==> src/rtl/lsc_pkg.sv <==
package lsc_pkg;

    typedef enum logic [1:0] {
        ST_SAMPLE = 2'd0,
        ST_HOLD   = 2'd1,
        ST_TRAIN  = 2'd2,
        ST_READY  = 2'd3
    } lsc_state_e;

    typedef struct packed {
        logic rs_on;
        logic dcb_on;
    } lsc_mode_t;

    function automatic lsc_mode_t lsc_decode(input logic rs_n, input logic dcb_n);
        lsc_mode_t m;
        m.rs_on  = ~rs_n;
        m.dcb_on = ~dcb_n;
        return m;
    endfunction

endpackage

==> src/rtl/lsc_link_fsm.sv <==
module lsc_link_fsm
    import lsc_pkg::*;
#(
    parameter int HOLD_CYCLES = 110
) (
    input  logic      clk,
    input  logic      rst_n,
    input  logic      rs_n,
    input  logic      dcb_n,
    input  logic      restart,
    input  logic      dv,
    input  logic      train_ack,
    output lsc_mode_t mode,
    output logic      ready,
    output logic      train_req,
    output logic      viol,
    output logic      timer_run
);
    localparam int CW = $clog2(HOLD_CYCLES + 1);

    typedef struct packed {
        lsc_state_e     st;
        lsc_mode_t      mode;
        logic [CW-1:0]  cnt;
        logic           viol;
    } fsm_regs_t;

    fsm_regs_t r_d, r_q;
    lsc_mode_t pins_mode;

    always_comb begin
        pins_mode = lsc_decode(rs_n, dcb_n);
        r_d = r_q;
        case (r_q.st)
            ST_SAMPLE: begin
                r_d.mode = pins_mode;
                r_d.cnt  = '0;
                r_d.viol = 1'b0;
                if (pins_mode.rs_on)       r_d.st = ST_TRAIN;
                else if (pins_mode.dcb_on) r_d.st = ST_HOLD;
                else                       r_d.st = ST_READY;
            end
            ST_HOLD: begin
                if (dv) begin
                    if (r_q.cnt == CW'(HOLD_CYCLES - 1)) begin
                        r_d.cnt = '0;
                        r_d.st  = ST_READY;
                    end else begin
                        r_d.cnt = r_q.cnt + CW'(1);
                    end
                end else if (r_q.cnt != '0) begin
                    r_d.viol = 1'b1;
                    r_d.cnt  = '0;
                end
            end
            ST_TRAIN: begin
                if (train_ack) r_d.st = ST_READY;
            end
            default: ;
        endcase
        if (r_q.st != ST_SAMPLE && (restart || pins_mode != r_q.mode))
            r_d.st = ST_SAMPLE;
    end

    always_ff @(posedge clk or negedge rst_n) begin
        if (!rst_n) begin
            r_q <= '{st: ST_SAMPLE, mode: '0, cnt: '0, viol: 1'b0};
        end else begin
            r_q <= r_d;
        end
    end

    assign mode      = r_q.mode;
    assign ready     = (r_q.st == ST_READY);
    assign train_req = (r_q.st == ST_TRAIN);
    assign viol      = r_q.viol;
    assign timer_run = ready && r_q.mode.dcb_on && !r_q.mode.rs_on;

    AST_HOLD_ENDS_ON_DV: assert property (@(posedge clk) disable iff (!rst_n)
        ($rose(ready) && mode.dcb_on && !mode.rs_on) |-> $past(dv));
    AST_VIOL_STICKY: assert property (@(posedge clk) disable iff (!rst_n)
        (viol && r_q.st != ST_SAMPLE) |=> viol);
    AST_TRAIN_WAITS_ACK: assert property (@(posedge clk) disable iff (!rst_n)
        (train_req && !train_ack) |=> !ready);
    AST_RESTART_DROPS: assert property (@(posedge clk) disable iff (!rst_n)
        (restart && r_q.st != ST_SAMPLE) |=> !ready);

endmodule

==> src/rtl/lsc_resync_timer.sv <==
module lsc_resync_timer #(
    parameter int PERIOD_W = 16,
    parameter int BURST_W  = 8
) (
    input  logic                clk,
    input  logic                rst_n,
    input  logic                run,
    input  logic [PERIOD_W-1:0] period,
    input  logic [BURST_W-1:0]  burst_len,
    output logic                force_sync
);
    typedef struct packed {
        logic [PERIOD_W-1:0] cnt;
        logic [BURST_W-1:0]  left;
    } tmr_regs_t;

    tmr_regs_t t_d, t_q;

    always_comb begin
        t_d = t_q;
        if (!run) begin
            t_d.cnt  = '0;
            t_d.left = '0;
        end else if (t_q.left != '0) begin
            t_d.left = t_q.left - BURST_W'(1);
        end else if (period != '0) begin
            if (t_q.cnt == period - PERIOD_W'(1)) begin
                t_d.cnt  = '0;
                t_d.left = burst_len;
            end else begin
                t_d.cnt = t_q.cnt + PERIOD_W'(1);
            end
        end
    end

    always_ff @(posedge clk or negedge rst_n) begin
        if (!rst_n) t_q <= '0;
        else        t_q <= t_d;
    end

    assign force_sync = (t_q.left != '0);

    AST_TIMER_IDLE: assert property (@(posedge clk) disable iff (!rst_n)
        !run |=> !force_sync);

endmodule

==> src/rtl/lsc_lane_path.sv <==
module lsc_lane_path #(
    parameter int LANES = 5
) (
    input  logic             clk,
    input  logic             rst_n,
    input  logic             dcb_on,
    input  logic             force_sync,
    input  logic [LANES-1:0] lane_in,
    output logic [LANES-1:0] data_out,
    output logic             sym_sync
);
    localparam int DV_BIT = LANES - 1;

    typedef struct packed {
        logic [LANES-1:0] data;
        logic             sync;
    } lane_regs_t;

    lane_regs_t l_d, l_q;

    always_comb begin
        if (dcb_on) begin
            l_d.sync = lane_in[DV_BIT] | force_sync;
            l_d.data = l_d.sync ? '0 : {1'b0, lane_in[DV_BIT-1:0]};
        end else begin
            l_d.sync = 1'b0;
            l_d.data = lane_in;
        end
    end

    always_ff @(posedge clk or negedge rst_n) begin
        if (!rst_n) l_q <= '0;
        else        l_q <= l_d;
    end

    assign data_out = l_q.data;
    assign sym_sync = l_q.sync;

endmodule

==> src/rtl/link_sync_ctrl.sv <==
module link_sync_ctrl
    import lsc_pkg::*;
#(
    parameter int DATA_LANES  = 4,
    parameter int HOLD_CYCLES = 110,
    parameter int PERIOD_W    = 16,
    parameter int BURST_W     = 8
) (
    input  logic                  clk,
    input  logic                  rst_n,
    input  logic                  cfg_rsense_n,
    input  logic                  cfg_dcbal_n,
    input  logic                  link_restart,
    input  logic                  train_ack,
    input  logic [DATA_LANES:0]   lane_in,
    input  logic [PERIOD_W-1:0]   resync_period,
    input  logic [BURST_W-1:0]    resync_len,
    output logic [DATA_LANES:0]   data_out,
    output logic                  sym_sync,
    output logic                  mode_rsense,
    output logic                  mode_dcbal,
    output logic                  lane_align_en,
    output logic                  scram_en,
    output logic                  nrzi_en,
    output logic                  train_req,
    output logic                  link_ready,
    output logic                  linkup_viol
);
    localparam int LANES = DATA_LANES + 1;

    lsc_mode_t mode;
    logic      timer_run;
    logic      force_sync;

    lsc_link_fsm #(.HOLD_CYCLES(HOLD_CYCLES)) u_fsm (
        .clk       (clk),
        .rst_n     (rst_n),
        .rs_n      (cfg_rsense_n),
        .dcb_n     (cfg_dcbal_n),
        .restart   (link_restart),
        .dv        (lane_in[DATA_LANES]),
        .train_ack (train_ack),
        .mode      (mode),
        .ready     (link_ready),
        .train_req (train_req),
        .viol      (linkup_viol),
        .timer_run (timer_run)
    );

    lsc_resync_timer #(.PERIOD_W(PERIOD_W), .BURST_W(BURST_W)) u_tmr (
        .clk        (clk),
        .rst_n      (rst_n),
        .run        (timer_run),
        .period     (resync_period),
        .burst_len  (resync_len),
        .force_sync (force_sync)
    );

    lsc_lane_path #(.LANES(LANES)) u_lane (
        .clk        (clk),
        .rst_n      (rst_n),
        .dcb_on     (mode.dcb_on),
        .force_sync (force_sync),
        .lane_in    (lane_in),
        .data_out   (data_out),
        .sym_sync   (sym_sync)
    );

    assign mode_rsense   = mode.rs_on;
    assign mode_dcbal    = mode.dcb_on;
    assign lane_align_en = mode.rs_on | mode.dcb_on;
    assign scram_en      = mode.rs_on ^ mode.dcb_on;
    assign nrzi_en       = mode.rs_on ^ mode.dcb_on;

    AST_DV_LANE_ZERO: assert property (@(posedge clk) disable iff (!rst_n)
        $past(mode_dcbal) |-> !data_out[DATA_LANES]);
    AST_SYNC_ON_DV: assert property (@(posedge clk) disable iff (!rst_n)
        ($past(mode_dcbal) && $past(lane_in[DATA_LANES])) |-> (sym_sync && data_out == '0));
    AST_RAW_NO_SYNC: assert property (@(posedge clk) disable iff (!rst_n)
        $past(!mode_dcbal) |-> !sym_sync);
    AST_READY_XOR_TRAIN: assert property (@(posedge clk) disable iff (!rst_n)
        $onehot0({link_ready, train_req}));

endmodule

==> config.mk <==
export PLATFORM = sky130hd
export DESIGN_NAME = link_sync_ctrl
export DESIGN_NICKNAME = d
export VERILOG_FILES = /design/src/rtl/lsc_pkg.sv /design/src/rtl/lsc_link_fsm.sv /design/src/rtl/lsc_resync_timer.sv /design/src/rtl/lsc_lane_path.sv /design/src/rtl/link_sync_ctrl.sv
export SDC_FILE = /design/constraint.sdc
export NUM_CORES = 1
export LEC_CHECK = 0
export ABC_AREA = 0
export CELL_PAD_IN_SITES_DETAIL_PLACEMENT = 1
export CELL_PAD_IN_SITES_GLOBAL_PLACEMENT = 1
export CORE_MARGIN = 3
export CORE_UTILIZATION = 43
export CTS_BUF_LIST = sky130_fd_sc_hd__clkbuf_16
export DETAILED_ROUTE_END_ITERATION = 6
export PLACE_DENSITY = 0.95
export SLEW_MARGIN = 20
export SYNTH_ARGS = -nofsm -noshare
export SYNTH_HDL_FRONTEND = slang
export SYNTH_SLANG_ARGS = --single-unit
==> constraint.sdc <==
create_clock -name clk -period 7.02 [get_ports clk]
set_input_delay 1.404 -clock clk [delete_from_list [all_inputs] [get_ports clk]]
set_output_delay 1.404 -clock clk [all_outputs]
set_load 0.01 [all_outputs]
* Word level (Yosys, flattened, before mapping)
Cells that the tools add are included.
** Storage, ports and cells
- Word-level logic and storage cells :: 71
- Bits in registers :: 42
** Cells by class
- Reduce and logical (&&, ||, !) cells :: 17
- Multiplexer cells :: 20
- Equal/unequal tests :: 16
- Bitwise operators :: 5
- $add $sub $neg :: 4
** Operators with widths (number)
- $mux W24 :: 2
- $mux W16 :: 2
- $mux W8 :: 3
- $add A16 B1 Y16 const B :: 1
- $eq A16 B16 Y1 :: 1
- $pmux W8 S2 :: 1
- $reduce_bool A16 Y1 :: 1
- $sub A16 B1 Y16 const B :: 1
- $ne A3 B2 Y1 const B :: 5
- $mux W7 :: 2
- $mux W2 :: 6
- $reduce_bool A8 Y1 :: 1
- $sub A8 B1 Y8 const B :: 1
- $add A7 B1 Y7 const B :: 1
- $eq A7 B7 Y1 const B :: 1
- $reduce_bool A7 Y1 :: 1
- $mux W6 :: 1
- $ne A2 B2 Y1 const B :: 3
- $pmux W2 S3 :: 1
- $reduce_and A2 Y1 :: 3
- $eq A2 B2 Y1 const B :: 2
- $mux W4 :: 1
- $reduce_and A4 Y1 :: 1
- $reduce_bool A2 Y1 :: 2
- other kinds (14) :: 18

* Longest topological paths before layout
Gate-level depths: netlist of run 1.
- Word-level depth :: 6
- Gate-level depth with buffers :: 12
- Depth with buffers taken out :: 10

* Cells and area by module
From an unflattened synthesis of run 1, not the netlist that was laid out.
** Unflattened totals
- Cells, all modules :: 368
- Area, all modules :: 3170.5 µm²
** Modules (own cells, without submodules)
- lsc_resync_timer :: area an instance 2179.6 µm², times used 1, sequential area each 600.6 µm², cells each 265
- lsc_link_fsm :: area an instance 765.7 µm², times used 1, sequential area each 300.3 µm², cells each 85
- lsc_lane_path :: area an instance 193.9 µm², times used 1, sequential area each 150.1 µm², cells each 13
- link_sync_ctrl :: area an instance 31.3 µm², times used 1, sequential area each 0.0 µm², cells each 5

* Least setup slack after synthesis of run 1
No wires, ideal clock.
- Path type :: input to register
- From :: in resync_period[3]
- To :: reg u_tmr.t_q[14] in the netlist's numbering
- Library setup time :: 119 ps
- Data required time :: 6901 ps
- Data arrival time :: 3771 ps
- Slack :: 3131 ps
- Stages :: 11
- Cells stage by stage :: or4_1 > buf_2 > or4_4 > xnor2_1 > mux2i_1 > o21ai_1 > or3b_1 > buf_6 > o21ai_4 > buf_6 > nor2_1
** Between the ends
- Cells in the longest elaborated chain, start to end :: 6
- Elaborated cells between the ends (all ways) :: 9
- Classes of those cells :: 1 x add/sub; 2 x eq/ne; 4 x mux; 2 x reduce/logical
** Ends and longest elaborated chain
- from (decl) :: line link_sync_ctrl.sv:16 : input logic [PERIOD_W-1:0] resync_period,
- $sub A16 B1 Y16 :: line lsc_resync_timer.sv:27 : if (t_q.cnt == period - PERIOD_W'(1)) begin
- $eq A16 B16 Y1 :: line lsc_resync_timer.sv:27
- $mux W16 :: line lsc_resync_timer.sv:27
- $mux W24 :: line lsc_resync_timer.sv:26 : end else if (period != '0) begin
- $mux W16 :: line lsc_resync_timer.sv:24 : end else if (t_q.left != '0) begin
- $mux W24 :: line lsc_resync_timer.sv:21 : if (!run) begin
- to (signal assigned) :: line lsc_resync_timer.sv:38 : else t_q <= t_d;
- to (decl) :: line lsc_resync_timer.sv:17 : tmr_regs_t t_d, t_q;
Parallel ways exist; a longest one is shown, timed or not. The select of a mux whose other input is x is not followed.
A chain may end at the register's enable or synchronous reset.

* Final worst setup path of run 1
- From :: in resync_period[8]
- To :: reg u_tmr.t_q[19] in the netlist's numbering
The elaborated chain is that of the path after synthesis.

==> results of run 1 <==
==> placed cells by master (no fill, tap or decap), types with 2 or more instances in the layout <==
cell	synthesis	routed
a21o_1	2	2
mux2i_1	5	5
o211ai_1	4	4
nor2b_1	8	8
nor4_1	9	9
clkbuf_16	0	5
ha_1	11	11
dfrtp_1	42	42
o21ai_1	3	3
a211oi_1	3	3
nor3_1	14	14
o31ai_1	2	2
nand2_1	24	24
nor3b_1	2	2
nand4_1	5	5
o211a_1	2	2
inv_1	21	21
a221oi_1	2	2
a21oi_1	10	10
nand2b_1	5	5
nor2_1	45	45
and2_1	5	5
o21ai_0	16	16
xnor2_1	21	21
a31oi_1	4	4
or3_1	4	4
xor2_1	12	12
and3_1	4	4
clkdlybuf4s50_1	0	47
nand3_1	20	20
or4_1	6	6
==> logic make-up after synthesis <==
| logic type | Yosys count | synth area share |
|---|---|---|
| adders and majority gates | 11 | 0.0486 |
| DFF | 42 | 0.371 |
| AOI/OAI and AO/OA | 55 | 0.129 |
| muxes | 5 | 0.0177 |
| xor gates and xnor gates | 33 | 0.102 |
| and+or+nand+nor | 158 | 0.284 |
| buffers and inverters | 31 | 0.0481 |
==> cells in the mapped netlist, types with 3 or more instances <==
master,count
a211oi_1,3
a21oi_1,10
a31oi_1,4
and2_1,5
and3_1,4
clkbuf_1,6
dfrtp_1,42
ha_1,11
inv_1,21
mux2i_1,5
nand2_1,24
nand2b_1,5
nand3_1,20
nand4_1,5
nor2_1,45
nor2b_1,8
nor3_1,14
nor4_1,9
o211ai_1,4
o21ai_0,16
o21ai_1,3
or3_1,4
or4_1,6
xnor2_1,21
xor2_1,12
==> final cells by class <==
class                      count  area share
clock buffer                   5      0.0355
clock inverter                 3      0.0139
inverter                      21      0.0224
multi-input combinational    262       0.468
sequential                    42       0.299
tap                           75      0.0267
timing repair buffer          48       0.135
==> routing by layer <==
metal	wire length [um]	vias to the layer above	global-route usage
li1	-	1273	-
met1	3900	1384	0.330
met2	4640	91	0.429
met3	470	31	0.0445
met4	273	0	0.120
met5	0	-	0
==> stage by stage <==
stage	instances	cell area, um2	setup WS [ps]	utilization
6_report	456	3520	2490	0.571
5_1_grt	456	3520	2360	0.571
4_1_cts	456	3520	2550	0.571
3_5_place_dp	448	3350	2290	0.543
3_3_place_gp	448	3350	2420	0.543
2_1_floorplan	335	2830	3130	-
==> path summary, 6_finish.rpt <==
| check | start | end | slack, ps |
|---|---|---|---|
| hold / removal | u_tmr.t_q[0]$_DFFE_PN0P_ | u_tmr.t_q[0]$_DFFE_PN0P_ | 510 |
| setup / recovery | resync_period[8] | u_tmr.t_q[19]$_DFFE_PN0P_ | 2490 |
| setup reg to reg | u_tmr.t_q[2]$_DFFE_PN0P_ | u_tmr.t_q[19]$_DFFE_PN0P_ | 3900 |
| min in group asynchronous | rst_n | u_fsm.mode[0]$_DFFE_PN0P_ | 1240 |
| max in group asynchronous | rst_n | u_tmr.t_q[15]$_DFFE_PN0P_ | 5170 |
| hold reg to reg | u_tmr.t_q[0]$_DFFE_PN0P_ | u_tmr.t_q[0]$_DFFE_PN0P_ | 510 |
==> power by group through the flow <==
stage | logic [uW] | registers (uW) | clock network [uW]
after floorplan | 146 | 301 | 0
after global placement | 263 | 299 | 0
after detailed placement | 282 | 303 | 0
after CTS | 290 | 298 | 286
after global routing | 314 | 303 | 299
final | 288 | 298 | 283
==> sequential cells by signal, summed over array words and instances, names as in the netlist <==
signal           cells
u_fsm.mode           2
u_fsm.r_q            9
u_fsm.viol           1
u_lane.data_out      5
u_lane.sym_sync      1
u_tmr.t_q           24
==> critical path, delay by kind of cell <==
kind | cells | cell delay (ps)
XOR/XNOR | 1 | 190
AO/OA/AOI/OAI | 1 | 310
AND/OR/NAND/NOR | 6 | 2270
buffers and inverters | 1 | 520
==> run_results.csv, run 1 <==
group,metric,value,unit
clock_tree,cts_root_buffer,"clkbuf_16",
outcome,status,"finished, final reports clean",
pwr,p_sw_frac,0.341,
setup_path,slowest_delay,610,ps
setup_path,cp.arrival,4700,ps
routing,drt-initial-drc-count,234,
clock_tree,cts_resized,0,
logic_synthesis,avgSynthCellArea,8.46,um2
setup_path,endpoint_kind,"register",
routing,first_pass_iters,4,
timing,worst_slew_margin_rel,0.361,
floorplanning,die_h,87.2,um
pwr,p_comb_frac,0.331,
setup_path,path_cells,"clkdlybuf4s50_1 -> or4_1 -> or4_1 -> nor3_1 -> nand2b_1 -> a21oi_1 -> nand4_1 -> xor2_1 -> nor2_1",
timing,tightest_slew,959,ps
clock_tree,clk_pin_slew,70,ps
floorplanning,pin_count,49,
layout,multi_input_area,1650,um2
pwr,ir_drop,0.238,mV
pwr,pwr-share-clk,0.326,
grt,grtUsageTotal,0.260,
layout,fill_cells,709,
logic_synthesis,yosys_warnings,0,
logic_synthesis,synth_seq_cells,42,
timing,slew_violations,0,
logic_synthesis,synth.distinct_cells,47,
setup_path,crit_slowest_cell,"or4_1",
logic_synthesis,synth_edf_count,0,
flow_run,maxCapViolations,0,
clock_tree,numCtsBuffers,5,
worst_hold_path,hold_class,"reg2reg",
routing,drc_errors,0,
timing,grt_setup_unrepaired,"no",
logic_synthesis,synth_top_area_frac,0.371,
setup_path,worst_r2r_path_depth,8,
place,dp_hpwl,6540,um
setup_path,criticalPathCategory,"in2reg",
routing,wl_per_cell,20.3,um
grt,grt_pass1_vias,2958,
clock_tree,clock_path_buffers,2,
pwr,power,869,uW
place,finalWeightedCongestion,0.855,
setup_path,required,7190,ps
timing,fmax,221,MHz
logic_synthesis,seq_area_frac_synth,0.371,
routing,viasPerCell,6.09,
pwr,p_int,573,uW
place,port_buffers,48,
logic_synthesis,synth_area_leaders,"dfrtp_1 (37%), xnor2_1 (6.5%), nor2_1 (6.0%)",
pwr,power_frac_seq,0.343,
floorplanning,die_area,7600,um2
layout,nets,426,
timing,fin_crit_sh,0.646,
logic_synthesis,synthArstFlopShare,1.00,
timing,fin_crit,4530,ps
timing,setup_violations,0,
floorplanning,die_w,87.2,um
clock_tree,holdBufCountCts,0,
logic_synthesis,syn-num-nets,381,
layout,n_antenna_cell,0,
clock_tree,clock_sink_count,42,
routing,drt-total-wl,9280,um
pwr,p_leak,0.00144,uW
clock_tree,cts_tree,"built",
grt,grt_start_max_net_pins,43,
pwr,switching_power,296,uW
logic_synthesis,synth-main-ff-cell,"dfrtp_1",
grt,grt_pass1_wl,15200,um
timing,hold_viol,0,
layout,synthToLayoutAreaGrowth,24.2,%
clock_tree,h-tree-depth,2,
worst_hold_path,hold_depth,1,
pwr,powerDensity,247,nW/um2
clock_tree,clk_latency,300,ps
layout,drive_gt1_frac,0.0341,
logic_synthesis,synth.largest_area_cell,"dfrtp_1",
setup_path,crit_fanout,11,
setup_path,critPathMostFrequentCell,"or4_1",
routing,vias,2779,
layout,regArea,1050,um2
floorplanning,fp-row-count,28,
logic_synthesis,syn_area,2830,um2
setup_path,critPathLaunchType,"input port",
timing,fin_worst_skew,5.83,ps
timing,fin_hold_ws,514,ps
timing,setup_tns,0,ps
floorplanning,initial_core_util,0.460,
grt,antenna_found_initial,0,
grt,overflow,0,
routing,drtAntennaViolNets,0,
logic_synthesis,synthCells,335,
clock_tree,cts_setup_buffers,0,
floorplanning,core,6170,um2
No activity file was read; power rests on OpenSTA's default activity.
==> run 2, diff against run 1 <==
--- a/config.mk
+++ b/config.mk
@@ -9,10 +9,10 @@
 export CELL_PAD_IN_SITES_DETAIL_PLACEMENT = 1
 export CELL_PAD_IN_SITES_GLOBAL_PLACEMENT = 1
 export CORE_MARGIN = 3
-export CORE_UTILIZATION = 43
+export CORE_UTILIZATION = 36
 export CTS_BUF_LIST = sky130_fd_sc_hd__clkbuf_16
 export DETAILED_ROUTE_END_ITERATION = 6
-export PLACE_DENSITY = 0.95
+export PLACE_DENSITY = 0.87
 export SLEW_MARGIN = 20
 export SYNTH_ARGS = -nofsm -noshare
 export SYNTH_HDL_FRONTEND = slang
==> constraint.sdc (replaced) <==
create_clock -name clk -period 4 [get_ports clk]
set_input_delay 0.8 -clock clk [delete_from_list [all_inputs] [get_ports clk]]
set_output_delay 0.8 -clock clk [all_outputs]
set_load 0.01 [all_outputs]
==> run_results.csv, run 2 (synthesis gave the netlist of run 1 again) <==
group,metric,value,unit
worst_hold_path,hold_class,"in2async",
timing,worst_slew_margin_rel,0.546,
clock_tree,holdBufCountCts,0,
routing,top_layer_used,"met4",
routing,viasPerCell,5.37,
place,finalWeightedCongestion,0.901,
timing,tightest_slew,674,ps
floorplanning,pin_count,49,
layout,synthToLayoutAreaGrowth,27.4,%
timing,fin_crit_sh,0.919,
timing,setup_tns,0,ps
floorplanning,core,7450,um2
layout,n_antenna_cell,0,
timing,fin_worst_skew,8.63,ps
floorplanning,fp-row-count,31,
floorplanning,die_w,94.7,um
routing,first_pass_iters,5,
place,port_buffers,48,
setup_path,cp.arrival,3830,ps
routing,drtAntennaViolNets,0,
clock_tree,h-tree-depth,2,
flow_run,maxCapViolations,0,
grt,grtUsageTotal,0.190,
timing,grt_setup_unrepaired,"no",
clock_tree,cts_resized,0,
setup_path,criticalPathCategory,"in2reg",
layout,fin_area,3610,um2
clock_tree,clk_latency,290,ps
setup_path,r2r_slack,1350,ps
setup_path,crit_fanout,11,
timing,slew_violations,0,
setup_path,critPathLaunchType,"input port",
clock_tree,cts_tree,"built",
routing,met2WireLength,4020,um
pwr,powerDensity,392,nW/um2
timing,setup_violations,0,
layout,final_cell_mix,"clkdlybuf4s50_1 (47), nor2_1 (45), dfrtp_1 (42)",
floorplanning,die_area,8970,um2
layout,largest_reg_flops,24,
layout,drive_gt1_frac,0.0612,
grt,grt_start_max_net_pins,43,
setup_path,worst_r2r_path_depth,8,
setup_path,endpoint_kind,"register",
clock_tree,clock_sink_count,42,
grt,grt_pass1_vias,2735,
clock_tree,clk_pin_slew,70,ps
clock_tree,cts_setup_buffers,0,
timing,fin_hold_ws,489,ps
routing,drt-initial-drc-count,91,
floorplanning,initial_core_util,0.381,
timing,fin_crit,3680,ps
layout,nets,437,
pwr,power,1420,uW
routing,wl_per_cell,16.1,um
layout,fill_cells,920,
routing,routed-wl-met3,217,um
routing,drc_errors,0,
setup_path,required,4150,ps
grt,grt_pass1_wl,13500,um
clock_tree,numCtsBuffers,5,
timing,fmax,272,MHz
routing,wl_met1,3580,um
pwr,ir_drop,0.284,mV
floorplanning,die_h,94.7,um
place,dpl_cell_area,3460,um2
pwr,p_leak,0.00148,uW
clock_tree,clock_path_buffers,2,
layout,largest-register,"u_tmr.t_q",
routing,drt-total-wl,7880,um
outcome,status,"finished, final reports clean",
place,dp_hpwl,6070,um
layout,final_core_util,0.485,
routing,vias,2639,
grt,overflow,0,
timing,hold_viol,0,
layout,final_common_cell,"clkdlybuf4s50_1",
grt,antenna_found_initial,0,
clock_tree,cts_root_buffer,"clkbuf_16",
-- run 2: layout make-up --
class | instances | area, um2 | share of cell area
Clock buffer | 5 | 125 | 0.0347
Clock inverter | 3 | 25.0 | 0.00693
Inverter | 21 | 78.8 | 0.0218
Multi-Input combinational cell | 262 | 1650 | 0.456
Sequential cell | 42 | 1050 | 0.291
Tap cell | 99 | 124 | 0.0343
Timing Repair Buffer | 59 | 561 | 0.155
-- run 2: final timing paths --
check	from	end
min	rst_n	u_tmr.t_q[16]$_DFFE_PN0P_
min in group clk	u_tmr.t_q[0]$_DFFE_PN0P_	u_tmr.t_q[0]$_DFFE_PN0P_
min reg2reg	u_tmr.t_q[0]$_DFFE_PN0P_	u_tmr.t_q[0]$_DFFE_PN0P_
max in group asynchronous	rst_n	u_lane.data_out[4]$_DFF_PN0_
max	resync_period[3]	u_tmr.t_q[19]$_DFFE_PN0P_
max reg2reg	u_tmr.t_q[2]$_DFFE_PN0P_	u_tmr.t_q[19]$_DFFE_PN0P_
-- run 2: critical path, cell delays in order --
cell and delay [ps]:
clkdlybuf4s50_1 430, or4_1 580, or4_4 570, xnor2_1 150, mux2i_1 170, o21ai_1 110, or3b_1 560, o21ai_4 350
nor2_1 110
-- run 2: metal layers --
metal  up-vias  global-route usage
li1       1288                   -
met1      1307               0.244
met2        38               0.336
met3         6              0.0287
met4         0              0.0409
met5         -                   0
-- run 2: metrics by stage --
stage / setup slack, ps / instances
2_1_floorplan: 715 / 335
3_3_place_gp: 165 / 483
3_5_place_dp: 43.3 / 483
4_1_cts: 332 / 491
5_1_grt: 161 / 491
6_report: 323 / 491
-- run 2: power by group --
part,switching [uW],total [uW],internal [uW]
clock network,181,415,235
registers,46.9,517,470
logic,247,484,237
